<file path="src/rtl/ptw_pkg.sv">
// Shared constants and types for the page table walker.
// Assumes entries are as wide as addresses, with flags in the low bits.
package ptw_pkg;
    localparam int E_PRESENT = 0;
    localparam int E_RD      = 1;
    localparam int E_WR      = 2;
    localparam int E_EX      = 3;
    localparam int E_REF     = 4;
    localparam int E_MOD     = 5;
    localparam int E_NC      = 6;

    typedef enum logic [1:0] {
        ACC_READ  = 2'b00,
        ACC_WRITE = 2'b01,
        ACC_EXEC  = 2'b10,
        ACC_NONE  = 2'b11
    } acc_t;

    typedef enum logic [1:0] {
        FLT_OK   = 2'b00,
        FLT_ROOT = 2'b01,
        FLT_LEAF = 2'b10,
        FLT_PERM = 2'b11
    } fault_t;

    typedef enum logic [2:0] {
        ST_IDLE,
        ST_ROOT,
        ST_LEAF,
        ST_UPD,
        ST_RESP
    } walk_state_t;
endpackage

</file>
<file path="src/rtl/ptw_addr_gen.sv">
// Builds the byte address of the entry fetched at each level.
// Assumes VA_W == OFF_W + 2*IDX_W and that OFF_W > IDX_W (entry byte bits).
module ptw_addr_gen #(
    parameter int VA_W  = 32,
    parameter int OFF_W = 12,
    parameter int IDX_W = 10
) (
    input  logic [VA_W-OFF_W-1:0] root_frame,
    input  logic [VA_W-OFF_W-1:0] leaf_frame,
    input  logic [VA_W-1:0]       va,
    input  logic                  sel_leaf,
    output logic [VA_W-1:0]       addr
);
    localparam int PPN_W  = VA_W - OFF_W;
    localparam int BYTE_W = OFF_W - IDX_W;

    logic [IDX_W-1:0] root_idx;
    logic [IDX_W-1:0] leaf_idx;

    // Pick the index fields out of the virtual address.
    always_comb begin
        root_idx = va[VA_W-1 -: IDX_W];
        leaf_idx = va[OFF_W +: IDX_W];
    end

    generate
        if (BYTE_W > 0) begin : g_pad
            // Frame, index and zero byte bits for the selected level.
            always_comb begin
                if (sel_leaf)
                    addr = {leaf_frame, leaf_idx, {BYTE_W{1'b0}}};
                else
                    addr = {root_frame, root_idx, {BYTE_W{1'b0}}};
            end
        end else begin : g_nopad
            // Entries are single bytes: no padding bits.
            always_comb begin
                if (sel_leaf)
                    addr = {leaf_frame, leaf_idx};
                else
                    addr = {root_frame, root_idx};
            end
        end
    endgenerate

    logic unused_w;
    assign unused_w = ^PPN_W;
endmodule

</file>
<file path="src/rtl/ptw_leaf_check.sv">
// Judges a fetched leaf entry against the access kind and forms the
// status-updated entry. Purely combinational; assumes flag positions
// from ptw_pkg.
module ptw_leaf_check #(
    parameter int E_W = 32
) (
    input  logic [E_W-1:0] entry,
    input  logic [1:0]     acc,
    output logic [1:0]     fault,
    output logic [E_W-1:0] upd_entry,
    output logic           changed
);
    import ptw_pkg::*;

    logic allowed;

    // Select the enable bit that the access kind needs.
    always_comb begin
        case (acc_t'(acc))
            ACC_READ:  allowed = entry[E_RD];
            ACC_WRITE: allowed = entry[E_WR];
            ACC_EXEC:  allowed = entry[E_EX];
            default:   allowed = 1'b0;
        endcase
    end

    // Fault cause, new status bits and whether a store is needed.
    always_comb begin
        upd_entry = entry;
        if (!entry[E_PRESENT]) begin
            fault = FLT_LEAF;
        end else if (!allowed) begin
            fault = FLT_PERM;
        end else begin
            fault = FLT_OK;
            upd_entry[E_REF] = 1'b1;
            if (acc_t'(acc) == ACC_WRITE)
                upd_entry[E_MOD] = 1'b1;
        end
        changed = (upd_entry != entry);
    end
endmodule

</file>
<file path="src/rtl/pt_walker.sv">
// Two-level page table walker. Accepts one request at a time, reads the
// root and leaf entries, checks them, writes back status bits only when
// they change and pulses a response. Assumes a memory port that holds
// read data valid in the cycle mem_ack is high.
module pt_walker #(
    parameter int VA_W  = 32,
    parameter int OFF_W = 12,
    parameter int IDX_W = 10
) (
    input  logic            clk,
    input  logic            rst_n,
    input  logic [VA_W-1:0] dir_base,
    input  logic            req_valid,
    output logic            req_ready,
    input  logic [VA_W-1:0] req_va,
    input  logic [1:0]      req_acc,
    output logic            rsp_valid,
    output logic [VA_W-1:0] rsp_pa,
    output logic [1:0]      rsp_fault,
    output logic            rsp_nocache,
    output logic            mem_req,
    output logic            mem_we,
    output logic [VA_W-1:0] mem_addr,
    output logic [VA_W-1:0] mem_wdata,
    input  logic [VA_W-1:0] mem_rdata,
    input  logic            mem_ack
);
    import ptw_pkg::*;

    localparam int PPN_W = VA_W - OFF_W;

    walk_state_t      state;
    logic [VA_W-1:0]  va_q;
    logic [1:0]       acc_q;
    logic [PPN_W-1:0] base_q;
    logic [PPN_W-1:0] root_q;
    logic [VA_W-1:0]  upd_q;
    logic [VA_W-1:0]  pa_q;
    logic [1:0]       fault_q;
    logic             nc_q;

    logic [1:0]       chk_fault;
    logic [VA_W-1:0]  chk_upd;
    logic             chk_changed;

    ptw_addr_gen #(.VA_W(VA_W), .OFF_W(OFF_W), .IDX_W(IDX_W)) u_addr (
        .root_frame (base_q),
        .leaf_frame (root_q),
        .va         (va_q),
        .sel_leaf   (state != ST_ROOT),
        .addr       (mem_addr)
    );

    ptw_leaf_check #(.E_W(VA_W)) u_chk (
        .entry     (mem_rdata),
        .acc       (acc_q),
        .fault     (chk_fault),
        .upd_entry (chk_upd),
        .changed   (chk_changed)
    );

    // Port outputs decoded from the walk state.
    always_comb begin
        req_ready   = (state == ST_IDLE);
        mem_req     = (state == ST_ROOT) || (state == ST_LEAF) || (state == ST_UPD);
        mem_we      = (state == ST_UPD);
        mem_wdata   = upd_q;
        rsp_valid   = (state == ST_RESP);
        rsp_pa      = pa_q;
        rsp_fault   = fault_q;
        rsp_nocache = nc_q;
    end

    // Walk sequencer: accept, fetch root, fetch leaf, store, respond.
    always_ff @(posedge clk) begin
        if (!rst_n) begin
            state   <= ST_IDLE;
            va_q    <= '0;
            acc_q   <= '0;
            base_q  <= '0;
            root_q  <= '0;
            upd_q   <= '0;
            pa_q    <= '0;
            fault_q <= FLT_OK;
            nc_q    <= 1'b0;
        end else begin
            case (state)
                ST_IDLE: begin
                    if (req_valid) begin
                        va_q   <= req_va;
                        acc_q  <= req_acc;
                        base_q <= dir_base[VA_W-1:OFF_W];
                        state  <= ST_ROOT;
                    end
                end
                ST_ROOT: begin
                    if (mem_ack) begin
                        if (!mem_rdata[E_PRESENT]) begin
                            fault_q <= FLT_ROOT;
                            pa_q    <= '0;
                            nc_q    <= 1'b0;
                            state   <= ST_RESP;
                        end else begin
                            root_q <= mem_rdata[VA_W-1:OFF_W];
                            state  <= ST_LEAF;
                        end
                    end
                end
                ST_LEAF: begin
                    if (mem_ack) begin
                        fault_q <= chk_fault;
                        upd_q   <= chk_upd;
                        if (chk_fault == FLT_OK) begin
                            pa_q  <= {mem_rdata[VA_W-1:OFF_W], va_q[OFF_W-1:0]};
                            nc_q  <= mem_rdata[E_NC];
                            state <= chk_changed ? ST_UPD : ST_RESP;
                        end else begin
                            pa_q  <= '0;
                            nc_q  <= 1'b0;
                            state <= ST_RESP;
                        end
                    end
                end
                ST_UPD: begin
                    if (mem_ack)
                        state <= ST_RESP;
                end
                default: state <= ST_IDLE;
            endcase
        end
    end

    // response lasts one cycle and the walker is idle right after.
    a_r10_rsp_pulse: assert property (@(posedge clk) disable iff (!rst_n)
        rsp_valid |=> (!rsp_valid && req_ready));

    // an accepted request makes the walker busy.
    a_r10_busy_after_accept: assert property (@(posedge clk) disable iff (!rst_n)
        (req_valid && req_ready) |=> !req_ready);

    // an unacknowledged access holds its address and direction.
    a_r11_hold_access: assert property (@(posedge clk) disable iff (!rst_n)
        (mem_req && !mem_ack) |=> (mem_req && $stable(mem_addr) && $stable(mem_we)));

    // every store carries the referenced bit.
    a_r8_store_has_ref: assert property (@(posedge clk) disable iff (!rst_n)
        (mem_req && mem_we) |-> mem_wdata[E_REF]);

    // a refused or absent leaf never leads to a store.
    a_r6_no_store_on_fault: assert property (@(posedge clk) disable iff (!rst_n)
        (state == ST_LEAF && mem_ack && chk_fault != FLT_OK) |=> !mem_we);

    // a fault response carries a zero address.
    a_r7_fault_zero_pa: assert property (@(posedge clk) disable iff (!rst_n)
        (rsp_valid && rsp_fault != FLT_OK) |-> (rsp_pa == '0));

    // a fault response never flags cache disable.
    a_r9_fault_no_nc: assert property (@(posedge clk) disable iff (!rst_n)
        (rsp_valid && rsp_fault != FLT_OK) |-> !rsp_nocache);
endmodule

</file>
<file path="config.mk">
export PLATFORM = sky130hd
export DESIGN_NAME = pt_walker
export DESIGN_NICKNAME = d
export VERILOG_FILES = /design/src/rtl/ptw_pkg.sv /design/src/rtl/ptw_addr_gen.sv /design/src/rtl/ptw_leaf_check.sv /design/src/rtl/pt_walker.sv
export SDC_FILE = /design/constraint.sdc
export NUM_CORES = 1
export LEC_CHECK = 0
export BUFFER_PORTS_ARGS = -buffer_cell sky130_fd_sc_hd__buf_2
export CORE_MARGIN = 1.5
export CORE_UTILIZATION = 24
export DETAILED_ROUTE_END_ITERATION = 8
export PLACE_DENSITY = 0.42
export SETUP_SLACK_MARGIN = 0.15
export SYNTH_ARGS = -nofsm -noshare
export SYNTH_HDL_FRONTEND = slang
export SYNTH_SLANG_ARGS = --single-unit
</file>
<file path="constraint.sdc">
create_clock -name clk -period 2.75 [get_ports clk]
set_input_delay 0.1375 -clock clk [delete_from_list [all_inputs] [get_ports clk]]
set_output_delay 0.1375 -clock clk [all_outputs]
set_load 0.01 [all_outputs]
</file>
==> flow_summary.yaml <==
run_status:
  outcome: "finished, final reports clean"
floorplanning:
  rows: 55
  start_util: 0.2450
  die_h_um: 155.0
  core_area_mm2: 0.02264
  die_w_um: 155.0
  die-area_mm2: 0.02404
  io_pins: 205
power:
  p_clk_frac: 0.462
  p_leak_nw: 3.512
  intPower_mw: 3.954
  vdd_drop_max_uv: 328.6
  power.density_mw_per_mm2: 641.3
  switchingPower_mw: 1.326
  p_total_mw: 5.280
  p_comb_frac: 0.121
  swShare: 0.2511
  p_seq_frac: 0.418
global_route:
  overflow: 0
  grt_pass1_vias: 5444
  use_met3: 0.04290
  grt_pass1_wl_mm: 29.59
  grt_use_met2: 0.2560
  grt_max_degree: 54
  antenna_found_initial: 1
  busiest_layer: "met2"
  gr-usage-met1: 0.2089
  grt_util_all_layers: 0.1583
clock_tree:
  htreeDepth: 4
  ctsResizeCount: 0
  cts.sinks: 144
  numCtsBuffers: 17
  clk_latency_ps: 420
  cts_tree: "built"
  clockBufferDepth: 2
  clk_pin_slew_ps: 60
  cts-root-buf: "clkbuf_16"
timing:
  worst_pin_slew_ps: 861.5
  drv_slew: 0
  timing.slew.headroom: 0.4257
  clock.fmax_mhz: 428.2
  min_period_ps: 2335
  hold_violations: 0
  setup_tns_ps: 0
  rsz0062_at_grt: "no"
  fin_crit_sh: 0.8491
  setup_viol: 0
  fin_skew_ps: 11.83
final_layout:
  multi_input_area_mm2: 0.002390
  drive_gt1_frac: 0.2978
  final_common_cell: "nand2_1"
  final_nets: 1019
  area_growth_pct: 48.42
  regArea_mm2: 0.002883
  diodes: 0
  nFillCells: 2417
  fin_util: 0.3637
  final_cell_mix: "nand2_1, buf_2, dfxtp_1"
worst_setup_path:
  cp-start-kind: "flip-flop"
  crit_type: "reg -> out"
  path_max_fanout: 27
  cp.required_ps: 2610
  crit_path_end_kind: "output port"
  cp.arrival_ps: 2200
placed_design:
  io_buffers: 190
  place.gp.congestion: 0.7731
  dp_hpwl_mm: 12.03
route:
  drt_wl_total_mm: 18.91
  num_vias: 5513
  avgRoutedWirePerCell_um: 15.56
  drtAntennaViolNets: 0
  drt_iter0_drc: 227
  viasPerCell: 4.537
  dr.pass1.iters: 4
  drcViolationCount: 0
logic_synthesis:
  synthCells: 663
  ys_seq_area_frac: 0.5196
  avgSynthCellArea_um2: 8.368
  ys_types: 34
  yosys_warnings: 0
  synthTopCellsByArea: "dfxtp_1, nand2_1, a21oi_1"
  ys_seq_elements: 144
  syn_area_mm2: 0.005548
  synth_area_leader_cell: "dfxtp_1"
  synth_top_area_frac: 0.5196
flow_run:
  max_cap_viol_count: 0
hold_path:
  hp-class: "in -> reg"
==> per-stage QoR <==
stage               hold slack [ps]  area [um^2]  instances  setup slack, ps
floorplan                     273.2         5552        664             1124
detailed placement            384.4         6764       1098            686.9
finish                        42.36         8234       1215            414.9
CTS                           19.01         8234       1215            389.9
global route                  83.79         8234       1215            293.4
global placement              380.1         6764       1098            720.8
==> kinds of logic after synthesis <==
| kind of cell | Yosys count | share of synthesized area |
|---|---|---|
| simple gates | 274 | 0.1946 |
| compound gates | 152 | 0.1669 |
| flops | 144 | 0.5196 |
| buf+inv | 61 | 0.05548 |
| mux | 31 | 0.06270 |
| other cells | 1 | 0.0006759 |
==> layer usage <==
metal  vias up  share of wire
met1      2630           0.49
met4         2         0.0054
met2       130           0.45
met5         -        0.00053
li1       2742              -
met3         9          0.050
==> sequential cells by signal, indices dropped and copies added, names as in the netlist <==
register / count
mem_wdata: 32
rsp_pa: 32
va_q: 32
base_q: 20
root_q: 20
state: 3
acc_q: 2
rsp_fault: 2
rsp_nocache: 1
==> what timing repair did <==
| item | CTS | global route |
|---|---|---|
| hold endpoints to repair | 112 | 0 |
| hold buffers | 85 | 0 |
| setup buffers | 0 | 0 |
==> power groups by stage <==
stage | Combinational (mW) | Sequential, mW | Clock (mW)
floorplan | 0.319 | 2.24 | 0
global placement | 0.552 | 2.25 | 0
detailed placement | 0.551 | 2.25 | 0
CTS | 0.647 | 2.20 | 2.52
global route | 0.705 | 2.21 | 2.62
finish | 0.637 | 2.20 | 2.44
==> cell type report <==
cell class / instances / share of cell area
Sequential cell: 144 / 0.3501
Inverter: 5 / 0.002583
Tap cell: 285 / 0.04331
Clock buffer: 20 / 0.05668
Clock inverter: 12 / 0.01854
Multi-Input combinational cell: 459 / 0.2902
Timing Repair Buffer: 290 / 0.2386
==> path summary, 6_finish.rpt <==
kind	from	endpoint	slack, ps	cells past startpoint
worst min-delay path	mem_rdata[5]	mem_wdata[5]	40	3
worst max-delay path	state[0]	mem_addr[13]	410	4
worst max register to register	acc_q[0]	mem_wdata[4]	540	6
worst min register to register	mem_wdata[19]	mem_wdata[19]	450	2
==> cells in the mapped netlist, drive strengths merged <==
| master | count |
|---|---|
| a31oi | 1 |
| o211ai | 1 |
| nand3 | 2 |
| a2bb2oi | 1 |
| or3b | 1 |
| inv | 4 |
| clkinv | 1 |
| clkbuf | 26 |
| and3 | 1 |
| dfxtp | 144 |
| buf | 30 |
| a211o | 1 |
| a32oi | 33 |
| nand4 | 1 |
| mux2 | 30 |
| a21oi | 106 |
| nor3 | 4 |
| a21boi | 1 |
| nand4b | 1 |
| a2111o | 1 |
| nor2 | 39 |
| conb | 1 |
| mux2i | 1 |
| and2 | 2 |
| nand3b | 1 |
| o21ai | 4 |
| a221oi | 3 |
| nand2 | 217 |
| nor3b | 1 |
| nand2b | 4 |
==> worst max-delay path, stage by stage, from the launching register on <==
cell	delay [ps]
dfxtp_1	520
nor3b_4	460
buf_12	270
mux2_2	370
buf_2	150
(Power assumes the default switching activity.)
